### src/rtl/pic_pkg.sv
package pic_pkg;
  localparam int LINES  = 8;
  localparam int IDX_W  = $clog2(LINES);
  localparam int RANK_W = IDX_W + 1;
  localparam int VEC_W  = 8;
  localparam int VBASE_W = VEC_W - IDX_W;
  localparam logic [RANK_W-1:0] RANK_NONE = RANK_W'(LINES);
  localparam int CASCADE_LINE = 2;

  typedef logic [LINES-1:0]  line_vec_t;
  typedef logic [IDX_W-1:0]  line_idx_t;
  typedef logic [RANK_W-1:0] rank_t;
endpackage

### src/rtl/pic_rank_find.sv
module pic_rank_find
  import pic_pkg::*;
#(
  parameter int N = LINES
) (
  input  logic [N-1:0]         vec_i,
  input  logic [$clog2(N)-1:0] base_i,
  output logic [$clog2(N):0]   rank_o,
  output logic                 hit_o
);
  localparam int IW = $clog2(N);
  localparam int RW = IW + 1;

  logic [2*N-1:0] dbl;
  logic [N-1:0]   rot;

  // rot[r] is the line whose rank is r
  always_comb begin
    dbl = {vec_i, vec_i};
    rot = dbl[base_i +: N];
  end

  always_comb begin
    rank_o = RW'(N);
    for (int i = N - 1; i >= 0; i--) begin
      if (rot[i]) rank_o = RW'(i);
    end
  end

  assign hit_o = |vec_i;
endmodule

### src/rtl/pic_resolve.sv
module pic_resolve
  import pic_pkg::*;
(
  input  line_vec_t req_i,
  input  line_vec_t mask_i,
  input  line_vec_t isr_i,
  input  line_idx_t base_i,
  input  logic      sfnm_i,
  input  logic      primary_i,
  output logic      grant_o,
  output line_idx_t line_o
);
  line_vec_t cand;
  line_vec_t isr_eff;
  rank_t     cand_rank;
  rank_t     srv_rank;
  logic      cand_hit;
  logic      srv_hit;

  assign cand = req_i & ~mask_i;

  always_comb begin
    isr_eff = isr_i;
    if (sfnm_i && primary_i) isr_eff[CASCADE_LINE] = 1'b0;
  end

  pic_rank_find #(.N(LINES)) u_cand_rank (
    .vec_i (cand),
    .base_i(base_i),
    .rank_o(cand_rank),
    .hit_o (cand_hit)
  );

  pic_rank_find #(.N(LINES)) u_srv_rank (
    .vec_i (isr_eff),
    .base_i(base_i),
    .rank_o(srv_rank),
    .hit_o (srv_hit)
  );

  // no in-service bit gives RANK_NONE, which any candidate beats
  always_comb begin
    grant_o = cand_hit && (srv_hit ? (cand_rank < srv_rank) : 1'b1);
    line_o  = IDX_W'(cand_rank[IDX_W-1:0] + base_i);
  end
endmodule

### src/rtl/pic_service.sv
module pic_service
  import pic_pkg::*;
(
  input  logic                clk,
  input  logic                rst_n,
  input  logic                ack_i,
  input  logic                poll_i,
  input  logic                grant_i,
  input  line_idx_t           line_i,
  input  line_vec_t           level_i,
  input  logic [VBASE_W-1:0]  vbase_i,
  input  logic                aeoi_i,
  input  logic                rot_aeoi_i,
  input  line_vec_t           eoi_clr_i,
  input  logic                base_wr_i,
  input  line_idx_t           base_wr_val_i,
  output line_vec_t           req_clr_o,
  output logic                vec_vld_o,
  output logic [VEC_W-1:0]    vec_o,
  output logic                poll_vld_o,
  output logic [VEC_W-1:0]    poll_o,
  output line_vec_t           isr_o,
  output line_idx_t           base_o
);
  localparam line_idx_t SPUR_LINE = line_idx_t'(LINES - 1);

  line_vec_t          isr_q, isr_n;
  line_idx_t          base_q, base_n;
  logic               vvld_q, pvld_q;
  logic [VEC_W-1:0]   vec_q, vec_n, poll_q, poll_n;
  line_vec_t          win_oh;
  logic               poll_take;
  logic               ack_grant, poll_grant;

  assign win_oh     = line_vec_t'(1) << line_i;
  assign poll_take  = poll_i && !ack_i;
  assign ack_grant  = ack_i && grant_i;
  assign poll_grant = poll_take && grant_i;

  always_comb begin
    req_clr_o = '0;
    if (ack_grant)       req_clr_o = win_oh & ~level_i;
    else if (poll_grant) req_clr_o = win_oh;
  end

  always_comb begin
    isr_n = isr_q & ~eoi_clr_i;
    if (ack_grant && !aeoi_i) isr_n = isr_n | win_oh;
    if (poll_grant)           isr_n = isr_n & ~win_oh;
  end

  always_comb begin
    base_n = base_wr_i ? base_wr_val_i : base_q;
    if (ack_grant && aeoi_i && rot_aeoi_i) base_n = line_i + 1'b1;
  end

  always_comb begin
    vec_n = vec_q;
    if (ack_i) vec_n = {vbase_i, grant_i ? line_i : SPUR_LINE};
  end

  always_comb begin
    poll_n = poll_q;
    if (poll_take) begin
      if (grant_i) poll_n = {1'b1, {(VEC_W-1-IDX_W){1'b0}}, line_i};
      else         poll_n = VEC_W'(SPUR_LINE);
    end
  end

  always_ff @(posedge clk or negedge rst_n) begin
    if (!rst_n) begin
      isr_q  <= '0;
      base_q <= '0;
      vvld_q <= 1'b0;
      pvld_q <= 1'b0;
      vec_q  <= '0;
      poll_q <= '0;
    end else begin
      isr_q  <= isr_n;
      base_q <= base_n;
      vvld_q <= ack_i;
      pvld_q <= poll_take;
      vec_q  <= vec_n;
      poll_q <= poll_n;
    end
  end

  assign vec_vld_o  = vvld_q;
  assign vec_o      = vec_q;
  assign poll_vld_o = pvld_q;
  assign poll_o     = poll_q;
  assign isr_o      = isr_q;
  assign base_o     = base_q;
endmodule

### src/rtl/pic_prio_core.sv
module pic_prio_core
  import pic_pkg::*;
(
  input  logic        clk,
  input  logic        rst_n,
  input  logic [7:0]  req_i,
  input  logic [7:0]  mask_i,
  input  logic [7:0]  level_i,
  input  logic [4:0]  vbase_i,
  input  logic        aeoi_i,
  input  logic        rot_aeoi_i,
  input  logic        sfnm_i,
  input  logic        primary_i,
  input  logic        ack_i,
  input  logic        poll_i,
  input  logic [7:0]  eoi_clr_i,
  input  logic        base_wr_i,
  input  logic [2:0]  base_wr_val_i,
  output logic        int_o,
  output logic [7:0]  req_clr_o,
  output logic        vec_vld_o,
  output logic [7:0]  vec_o,
  output logic        poll_vld_o,
  output logic [7:0]  poll_o,
  output logic [7:0]  isr_o,
  output logic [2:0]  base_o
);
  logic      grant;
  line_idx_t line;
  line_vec_t isr_w;
  line_idx_t base_w;

  pic_resolve u_resolve (
    .req_i    (req_i),
    .mask_i   (mask_i),
    .isr_i    (isr_w),
    .base_i   (base_w),
    .sfnm_i   (sfnm_i),
    .primary_i(primary_i),
    .grant_o  (grant),
    .line_o   (line)
  );

  pic_service u_service (
    .clk          (clk),
    .rst_n        (rst_n),
    .ack_i        (ack_i),
    .poll_i       (poll_i),
    .grant_i      (grant),
    .line_i       (line),
    .level_i      (level_i),
    .vbase_i      (vbase_i),
    .aeoi_i       (aeoi_i),
    .rot_aeoi_i   (rot_aeoi_i),
    .eoi_clr_i    (eoi_clr_i),
    .base_wr_i    (base_wr_i),
    .base_wr_val_i(base_wr_val_i),
    .req_clr_o    (req_clr_o),
    .vec_vld_o    (vec_vld_o),
    .vec_o        (vec_o),
    .poll_vld_o   (poll_vld_o),
    .poll_o       (poll_o),
    .isr_o        (isr_w),
    .base_o       (base_w)
  );

  assign int_o  = grant;
  assign isr_o  = isr_w;
  assign base_o = base_w;
endmodule

### config.mk
export PLATFORM = sky130hd
export DESIGN_NAME = pic_prio_core
export DESIGN_NICKNAME = d
export VERILOG_FILES = /design/src/rtl/pic_pkg.sv /design/src/rtl/pic_rank_find.sv /design/src/rtl/pic_resolve.sv /design/src/rtl/pic_service.sv /design/src/rtl/pic_prio_core.sv
export SDC_FILE = /design/constraint.sdc
export NUM_CORES = 1
export LEC_CHECK = 0
export ABC_AREA = 1
export CORE_MARGIN = 4
export CORE_UTILIZATION = 35
export DETAILED_ROUTE_END_ITERATION = 8
export HOLD_SLACK_MARGIN = 0.12
export PLACE_DENSITY = 0.72
export SYNTH_ARGS = -nofsm -noshare
export SYNTH_HDL_FRONTEND = slang
export SYNTH_SLANG_ARGS = --single-unit
### constraint.sdc
create_clock -name clk -period 6.55 [get_ports clk]
set_input_delay 1.965 -clock clk [delete_from_list [all_inputs] [get_ports clk]]
set_output_delay 1.965 -clock clk [all_outputs]
set_load 0.005 [all_outputs]
==> run summary, run 1 <==
The total number of yosys warnings is 0. TritonCTS built the clock tree. After detailed routing, the number of vias per cell comes to 4.86. The area share of the largest cell type after synthesis came out at 0.260. The remaining routing DRC violations is 0. The actual transition at the worst max-transition pin is 614 ps. The starting density of the core is 0.369. The layout overhead on the synthesized area came out at 66.7%. The combined global-route utilization of all metal layers came out at 0.183. The total count of max-transition violations in the final report is 0.

Setup repair after global routing could not meet its margin everywhere. In this run the mean area of a mapped cell was 6.34 sq um. STA puts the critical path data arrival time at 4520 ps. The number of buffers and inverters on the critical path came out at 8. STA classifies the critical path startpoint as an input port. The required time of the critical path is 4590 ps. The maximum clock frequency came out at 154 MHz. The start-to-end type of the worst setup path is in2out. The routed wirelength normalized by instance count is 12.9 microns. The largest individual stage delay along the critical path comes from the cell sky130_fd_sc_hd__fa_2.

The cts-stage hold buffer count is 0. The final clock period utilization by the worst path is 0.990. The most numerous cell type found on the critical path is sky130_fd_sc_hd__nand2_1. Summing every instance area after synthesis gives 0.00241 sq mm. The fraction of the mapped netlist area in compound gates was 0.0820. The cell count after synthesis came out at 380. The antenna diode instance count came out at 0. At the end of routability-driven placement, the weighted congestion stood at 0.815.

For the final database, setup skew stands at 8.20 ps. The area of the die came out at 0.00828 sq mm. The hold violation count in the final report is 0.

The fraction of layout instances using a drive strength above 1 came out at 0.371. Clock tree synthesis found a total of 25 sinks. The number of synthesized register bits came out at 25.

The post-detailed-route count of antenna-violating nets is 0. The number of ports placed on the die boundary came out at 87. Clock tree synthesis selected as its root buffer the cell sky130_fd_sc_hd__clkbuf_8. The number of I/O port buffers came out at 82.

The share of synthesized area occupied by flip-flops and latches is 0.260. The net count of the finished layout is 578. The remaining global-route overflow came out at 0. The critical path goes through buf_2 > nor2_4 > nand2_2 > nand3_1 > nand2_1 > buf_4 > buf_4 > o21bai_4 > inv_1 > nand2_1 > nand2_1 > inv_1 > ha_2 > fa_2 > buf_4 > inv_1 > ha_1 > nand2_1 > a21oi_2 > clkdlybuf4s15_1. Clock-pin slew was measured on the worst setup and hold paths at 90 ps. The total number of H-tree levels came out at 1. Setup violations remaining at the end of the flow were counted as 0.

The number of antenna violations at the first check in global routing is 0. The worst slew slack as a fraction of its limit came out at 0.591. Once detailed placement completed, the half-perimeter wirelength came to 5.66 mm.

The number of cell rows came out at 29. The share of the core filled with cells is 0.615. Of the total synthesized cell area, the portion taken by full adders, half adders and majority gates is 0.0602. The global-route wire length before repair is 13.0 mm. The maximum fanout along the worst path came out at 3. The total iterations of the first detailed-routing run is 4. The number of library cell types mapped by synthesis is 37.

For this block, the routed nets add up to 7.66 mm of wire. The worst setup path is captured at an output port. The maximum number of pins on one net before global-route repair came out at 26.

The synthesized design spends more area on one cell type than any other, namely sky130_fd_sc_hd__dfrtp_1. The detailed router finished its first iteration with 89 violations. The simple logic cell fraction of the synthesized area came out at 0.454. The kind of cell with the highest combined delay along the critical path is buffers and inverters. The via total after detailed routing is 2887. The die span in x came out at 91.0 microns. The run finished with clean final reports. Measured against the total synthesized area, the mux share comes to 0.

In this run the worst hold path is classified as reg2reg. The core area is 0.00653 sq mm. The number of global-route vias before repair is 2953. The number of buffers created by CTS is 3.

The largest family of logic cells by synthesized area is simple AND/OR/NAND/NOR gates. The tool flagged a number of max-cap violations equal to 0. The later pin in the worst-skew pair is clocked with a latency of 270 ps.

The final critical delay including setup and external delays is 6490 ps. The xor/xnor cell area share of the yosys netlist came out at 0.0104. In the post-synthesis netlist, the biggest area contributors are sky130_fd_sc_hd__dfrtp_1 26%, sky130_fd_sc_hd__nand2_1 17%, sky130_fd_sc_hd__nand3_1 11%, sky130_fd_sc_hd__nor2_1 8.7%, sky130_fd_sc_hd__inv_1 6.9%. The buffer depth of the longest clock path came out at 2. The die extent in y is 91.0 microns. The delay of the slowest cell on the worst path is 460 ps.
[through the flow]
step	setup WS (ps)	hold slack, ps	TNS, ps	cells	instance area, sq um
6_report	64.1	480	0	594	4020
3_3_place_gp	-819	457	-5670	561	3480
2_1_floorplan	257	465	0	383	2420
3_5_place_dp	-919	462	-6160	561	3480
5_1_grt	-164	521	-943	594	4020
4_1_cts	-20.2	486	-20.2	587	3840
[sequential cells by signal (all words and copies together) (netlist names)]
name,cells
u_service.base_o,3
u_service.isr_o,8
u_service.poll_o,4
u_service.poll_vld_o,1
u_service.vec_o,8
u_service.vec_vld_o,1
[kinds of logic after synthesis]
| kind of cell | after synthesis |
|---|---|
| flip-flops | 25 |
| AND/OR/NAND/NOR | 244 |
| buffers and inverters | 65 |
| adder cells (fa/ha/maj) | 11 |
| XOR/XNOR | 2 |
| other | 1 |
| AO/OA/AOI/OAI | 32 |
[worst register-to-register path, cell delays in order (launching register included)]
cell and delay (ps):
sky130_fd_sc_hd__dfrtp_1 740, sky130_fd_sc_hd__buf_4 300, sky130_fd_sc_hd__nand2_1 70, sky130_fd_sc_hd__o21ai_1 110
sky130_fd_sc_hd__nand2_1 90, sky130_fd_sc_hd__nand2_1 90, sky130_fd_sc_hd__nor2_1 60, sky130_fd_sc_hd__a31oi_2 220
sky130_fd_sc_hd__nand2_2 110, sky130_fd_sc_hd__nor3_4 190, sky130_fd_sc_hd__nand4_1 190, sky130_fd_sc_hd__buf_4 190
sky130_fd_sc_hd__buf_4 120, sky130_fd_sc_hd__buf_4 120, sky130_fd_sc_hd__buf_4 140, sky130_fd_sc_hd__nand2_4 70
sky130_fd_sc_hd__nand2_4 70, sky130_fd_sc_hd__buf_12 130, sky130_fd_sc_hd__nor2_8 110, sky130_fd_sc_hd__inv_6 80
sky130_fd_sc_hd__buf_4 170, sky130_fd_sc_hd__nor2_1 110, sky130_fd_sc_hd__nor2_1 60
[layout make-up]
class                      instances  area [sq um]
tap                               77          96.3
clock buffer                       3          41.3
fill                             595          2510
clock inverter                     1          5.00
timing repair buffer             146          1250
inverter                          49           201
multi-input combinational        293          1800
sequential                        25           626
[metal layers]
metal	wire length, microns	global-route usage	vias to the layer above
met3	521	0.0397	9
li1	-	-	1468
met5	0	0	-
met2	3950	0.340	89
met1	3090	0.210	1321
met4	97	0.0503	0
[what timing repair did]
action                                  4_1_cts  5_1_grt
pin swaps                                    48       39
endpoints found under the setup margin        9        9
resized for setup                           141       43
buffers inserted                             22        7
[cells in the final DEF, fill, tap and decap left out, drive strengths merged]
cell	n
fa	1
inv	48
o21ai	14
conb	4
nand3b	1
clkdlybuf4s50	56
clkbuf	5
o21bai	1
dfrtp	25
clkdlybuf4s15	3
buf	83
nor2	61
nand4	4
nor3	1
xor2	2
ha	10
dlygate4sd2	2
clkinv	2
a21oi	13
and2	1
a31oi	4
nand3	59
nand2	116
or3	1
[Yosys cell counts]
cell type	n
sky130_fd_sc_hd__o21ai_2	3
sky130_fd_sc_hd__conb_1	1
sky130_fd_sc_hd__buf_4	7
sky130_fd_sc_hd__o21ai_1	4
sky130_fd_sc_hd__nor3_2	1
sky130_fd_sc_hd__buf_6	3
sky130_fd_sc_hd__dfrtp_1	25
sky130_fd_sc_hd__a31oi_1	4
sky130_fd_sc_hd__fa_1	1
sky130_fd_sc_hd__nand3_2	4
sky130_fd_sc_hd__clkbuf_1	2
sky130_fd_sc_hd__o21ai_0	7
sky130_fd_sc_hd__nor2_2	2
sky130_fd_sc_hd__or3_1	1
sky130_fd_sc_hd__nand3_1	55
sky130_fd_sc_hd__nand4_2	1
sky130_fd_sc_hd__clkinv_1	1
sky130_fd_sc_hd__ha_1	10
sky130_fd_sc_hd__inv_1	44
sky130_fd_sc_hd__o21bai_1	1
sky130_fd_sc_hd__inv_2	2
sky130_fd_sc_hd__nand3b_1	1
sky130_fd_sc_hd__a21oi_2	5
sky130_fd_sc_hd__a21oi_1	8
sky130_fd_sc_hd__xor2_2	1
sky130_fd_sc_hd__inv_6	2
sky130_fd_sc_hd__nand2_4	1
sky130_fd_sc_hd__nand2_1	111
sky130_fd_sc_hd__nor2_8	1
sky130_fd_sc_hd__buf_8	1
sky130_fd_sc_hd__nand4_1	3
sky130_fd_sc_hd__xor2_1	1
sky130_fd_sc_hd__nand2_2	4
sky130_fd_sc_hd__and2_1	1
sky130_fd_sc_hd__nor2_1	56
sky130_fd_sc_hd__nor2_4	2
sky130_fd_sc_hd__buf_2	3
[path summary, 6_finish.rpt]
| kind | from | end | slack [ps] | cells after the start |
|---|---|---|---|---|
| min reg2reg | u_service.vec_o[6] | u_service.vec_o[6] | 480 | 2 |
| max | mask_i[0] | req_clr_o[5] | 60 | 20 |
| min | u_service.vec_o[6] | u_service.vec_o[6] | 480 | 2 |
| max in group asynchronous | rst_n | u_service.poll_o[2] | 4250 | 2 |
| min in group asynchronous | rst_n | u_service.poll_o[0] | 2050 | 2 |
| max reg2reg | u_service.base_o[0] | u_service.isr_o[3] | 2910 | 22 |
Power of run 1 is not shown: default switching activity piles up to over one toggle a cycle in this logic, so the estimate is an artifact.
==> inputs of run 2 (changes only) <==
Settings changed: SETUP_SLACK_MARGIN set to 0.02.
Clock period 6.55 ns to 7.9 ns, I/O delays scaled along.
==> run 2 against run 1 <==
Against the previous run: non-clock buffer count fell by 26; cell area shrank 5.9%; utilization decreased by 3.6 points; global-route usage is 1.1 points lower.
==> run summary, run 2 (synthesis results as in run 1) <==
The flow ran to the end, and the final reports show no timing, DRC or antenna violations. The start-to-end type of the worst setup path is in2out. The worst setup path is launched from an input port. Across the VDD grid, the largest voltage drop is 0.000349 V. The worst setup path is captured at an output port. Of the cells placed in the final design, the portion with a size suffix greater than 1 is 0.253. Among all stages on the critical path, the largest delay is contributed by sky130_fd_sc_hd__fa_2.

The worst slew slack as a fraction of its limit is 0.362. The clock transition at the registers of the reported paths is 80 ps. The number of global-route vias before repair came out at 2853. The number of endpoints failing setup at the final stage is 0. The switching power summed over all nets came out at 1.10 mW. For the pin with the worst max-slew slack, the measured transition is 957 ps. The final HPWL from detailed placement came out at 5.39 mm. The post-detailed-route count of antenna-violating nets is 0. The clock network latency to the later pin of the worst-skew pair is 270 ps. For the final database, setup skew stands at 2.51 ps. The starting DRC count in detailed routing is 110. The number of antenna violations at the first check in global routing came to 0.

The final-layout worst hold slack came out at 478 ps. The share of total power dissipated in the clock network is 0.034. The delay of the slowest cell on the worst path is 370 ps.

The count of buffers added on input and output ports is 82. The completed layout was analyzed and its total power is 2.18 mW. The via total after detailed routing came out at 2772. The total number of H-tree levels is 1. Broken down by cell family, the worst path's largest delay share belongs to simple AND/OR/NAND/NOR gates. The final clock period utilization by the worst path is 0.969. The start point of the worst hold path is u_service.vec_o[6]. The pre-CTS worst setup slack is -386 ps. Once layout is complete, the cells apart from fillers number 568. The first TritonRoute pass finished after 4 iterations. TritonCTS built the clock tree. The routed design has 7.33 mm of wire. The number of buffers and inverters on the critical path came out at 6. The most frequent standard cell in the layout excluding fill and tap cells is sky130_fd_sc_hd__nand2_1. The die is 91.0 microns wide.

The number of ports placed on the die boundary is 87. The placed instance count came out at 551. The cts-stage hold buffer count came out at 0. The first global-routing pass estimated 12.2 mm of wire. From bottom edge to top edge, the die measures 91.0 microns. The combined global-route utilization of all metal layers is 0.172. The internal portion of total power came out at 1.08 mW.

The tree is rooted in a sky130_fd_sc_hd__clkbuf_8. In the layout the commonest cells are 101 x sky130_fd_sc_hd__nand2_1, 58 x sky130_fd_sc_hd__clkdlybuf4s50_1, 54 x sky130_fd_sc_hd__nor2_1. The cell repeated most along the worst path is sky130_fd_sc_hd__nand2_1.

The starting density of the core came out at 0.369. The maximum number of pins on one net before global-route repair is 26. The total count of max-transition violations in the final report came to 0.

The combinational cell fraction of total power is 0.856. The worst endpoint data arrival time came out at 5290 ps. The area of the die came out at 0.00828 sq mm. Compared with the post-synthesis result, the final layout area differs by 56.9%.

The number of buffers created by CTS is 3. The static power due to leakage is 1.96 nW. The via-per-instance ratio came out at 4.88.

The hold violation count in the final report came out at 0. Once routing completed, OpenROAD measured the worst setup slack at 242 ps. The final critical delay including setup and external delays came out at 7660 ps. The number of cell rows came out at 29. The worst hold path class is reg2reg. The final net count is 552. Fill cells in the final layout number 612. The final estimated routing congestion in global placement came out at 0.878. The number of antenna diodes in the final layout is 0. At the end of the flow the core is filled with cells to 0.579. The maximum clock frequency came out at 131 MHz. The worst register-to-register path begins at u_service.base_o[0]. Registers take 626 sq um. In the final routed layout, each cell accounts on average for 12.9 microns. Data on the critical path is required at its endpoint by 5530 ps. The area of combinational cells with multiple inputs came out at 0.00169 sq mm. The count of clock tree sinks is 25. The remaining global-route overflow came out at 0. In this run the power density over the cells is 577 mW/mm^2. Max-cap violations in this run came to 0. After detailed routing, the number of remaining DRC violations is 0. The origin of the worst setup path is mask_i[4]. The core area came out at 0.00653 sq mm. The buffer depth of the longest clock path came out at 2. The switching portion of total power came out at 0.503. Of the total power, registers draw 0.110. The maximum fanout along the worst path came out at 4.
==> run 2: cell count changes in the layout (fill, tap and decap cells not counted), sizes merged <==
cell           delta
clkdlybuf4s50     +2
dlygate4sd2       +4
clkinv            -1
clkdlybuf4s15     -2
buf              -44
dlymetal6s2s     +15
==> run 2: per-stage QoR <==
step	cell area, sq um	TNS [ps]
after global routing	3780	-13.1
after detailed placement	3400	-1880
after floorplan	2420	0
after CTS	3560	-30.3
after global placement	3400	-1400
final	3780	0
==> run 2: metal layers <==
metal / GRT usage / up-vias / part of all wire
li1: - / 1416 / -
met1: 0.195 / 1242 / 0.40
met2: 0.319 / 101 / 0.51
met3: 0.0347 / 13 / 0.068
met4: 0.0578 / 0 / 0.018
met5: 0 / - / 0
==> run 2: path summary, 6_finish.rpt <==
kind / endpoint / slack [ps] / depth (start not counted)
max in group asynchronous: u_service.vec_vld_o / 5180 / 2
min: u_service.vec_o[6] / 480 / 2
min reg2reg: u_service.vec_o[6] / 480 / 2
max: req_clr_o[7] / 240 / 26
max reg2reg: u_service.isr_o[1] / 3910 / 25
min in group asynchronous: u_service.poll_o[7] / 2460 / 2
==> run 2: worst reg2reg max path, stage by stage (launching register included) <==
cell,delay [ps]
sky130_fd_sc_hd__dfrtp_1,970
sky130_fd_sc_hd__inv_6,200
sky130_fd_sc_hd__nand3_2,180
sky130_fd_sc_hd__nand3_2,90
sky130_fd_sc_hd__nand2_2,130
sky130_fd_sc_hd__nand2_1,60
sky130_fd_sc_hd__nand2_1,100
sky130_fd_sc_hd__nand2_1,60
sky130_fd_sc_hd__nand2_1,60
sky130_fd_sc_hd__nand2_1,50
sky130_fd_sc_hd__nand2_1,70
sky130_fd_sc_hd__nand2_1,60
sky130_fd_sc_hd__nand2_2,70
sky130_fd_sc_hd__inv_2,40
sky130_fd_sc_hd__ha_4,150
sky130_fd_sc_hd__fa_2,370
sky130_fd_sc_hd__xor2_2,200
sky130_fd_sc_hd__xor2_2,300
sky130_fd_sc_hd__inv_2,60
sky130_fd_sc_hd__buf_4,130
sky130_fd_sc_hd__buf_4,150
sky130_fd_sc_hd__nand2_2,80
sky130_fd_sc_hd__buf_4,110
sky130_fd_sc_hd__nor2_1,40
sky130_fd_sc_hd__nor2_1,100
sky130_fd_sc_hd__nor2_1,40
==> run 2: power groups by stage <==
stage	logic (mW)	registers, mW	clock network [mW]
2_1_floorplan	0.993	0.189	0
3_3_place_gp	1.51	0.232	0
3_5_place_dp	1.53	0.231	0
4_1_cts	1.71	0.231	0.0784
5_1_grt	2.08	0.249	0.0827
6_report	1.87	0.239	0.0751
==> run 2: layout make-up <==
class                           instances  area share
Clock buffer                            4      0.0119
Tap cell                               77      0.0255
Inverter                               49      0.0526
Sequential cell                        25       0.165
Multi-Input combinational cell        293       0.447
Timing Repair Buffer                  120       0.298
==> run 2: repair_timing <==
action,4_1_cts,5_1_grt
gates cloned,0,0
pin swaps,10,23
setup endpoints to repair,8,9
resized for setup,28,64
buffers inserted,9,4
endpoints found under the hold margin,0,0
Power figures use the tool's default switching activity.
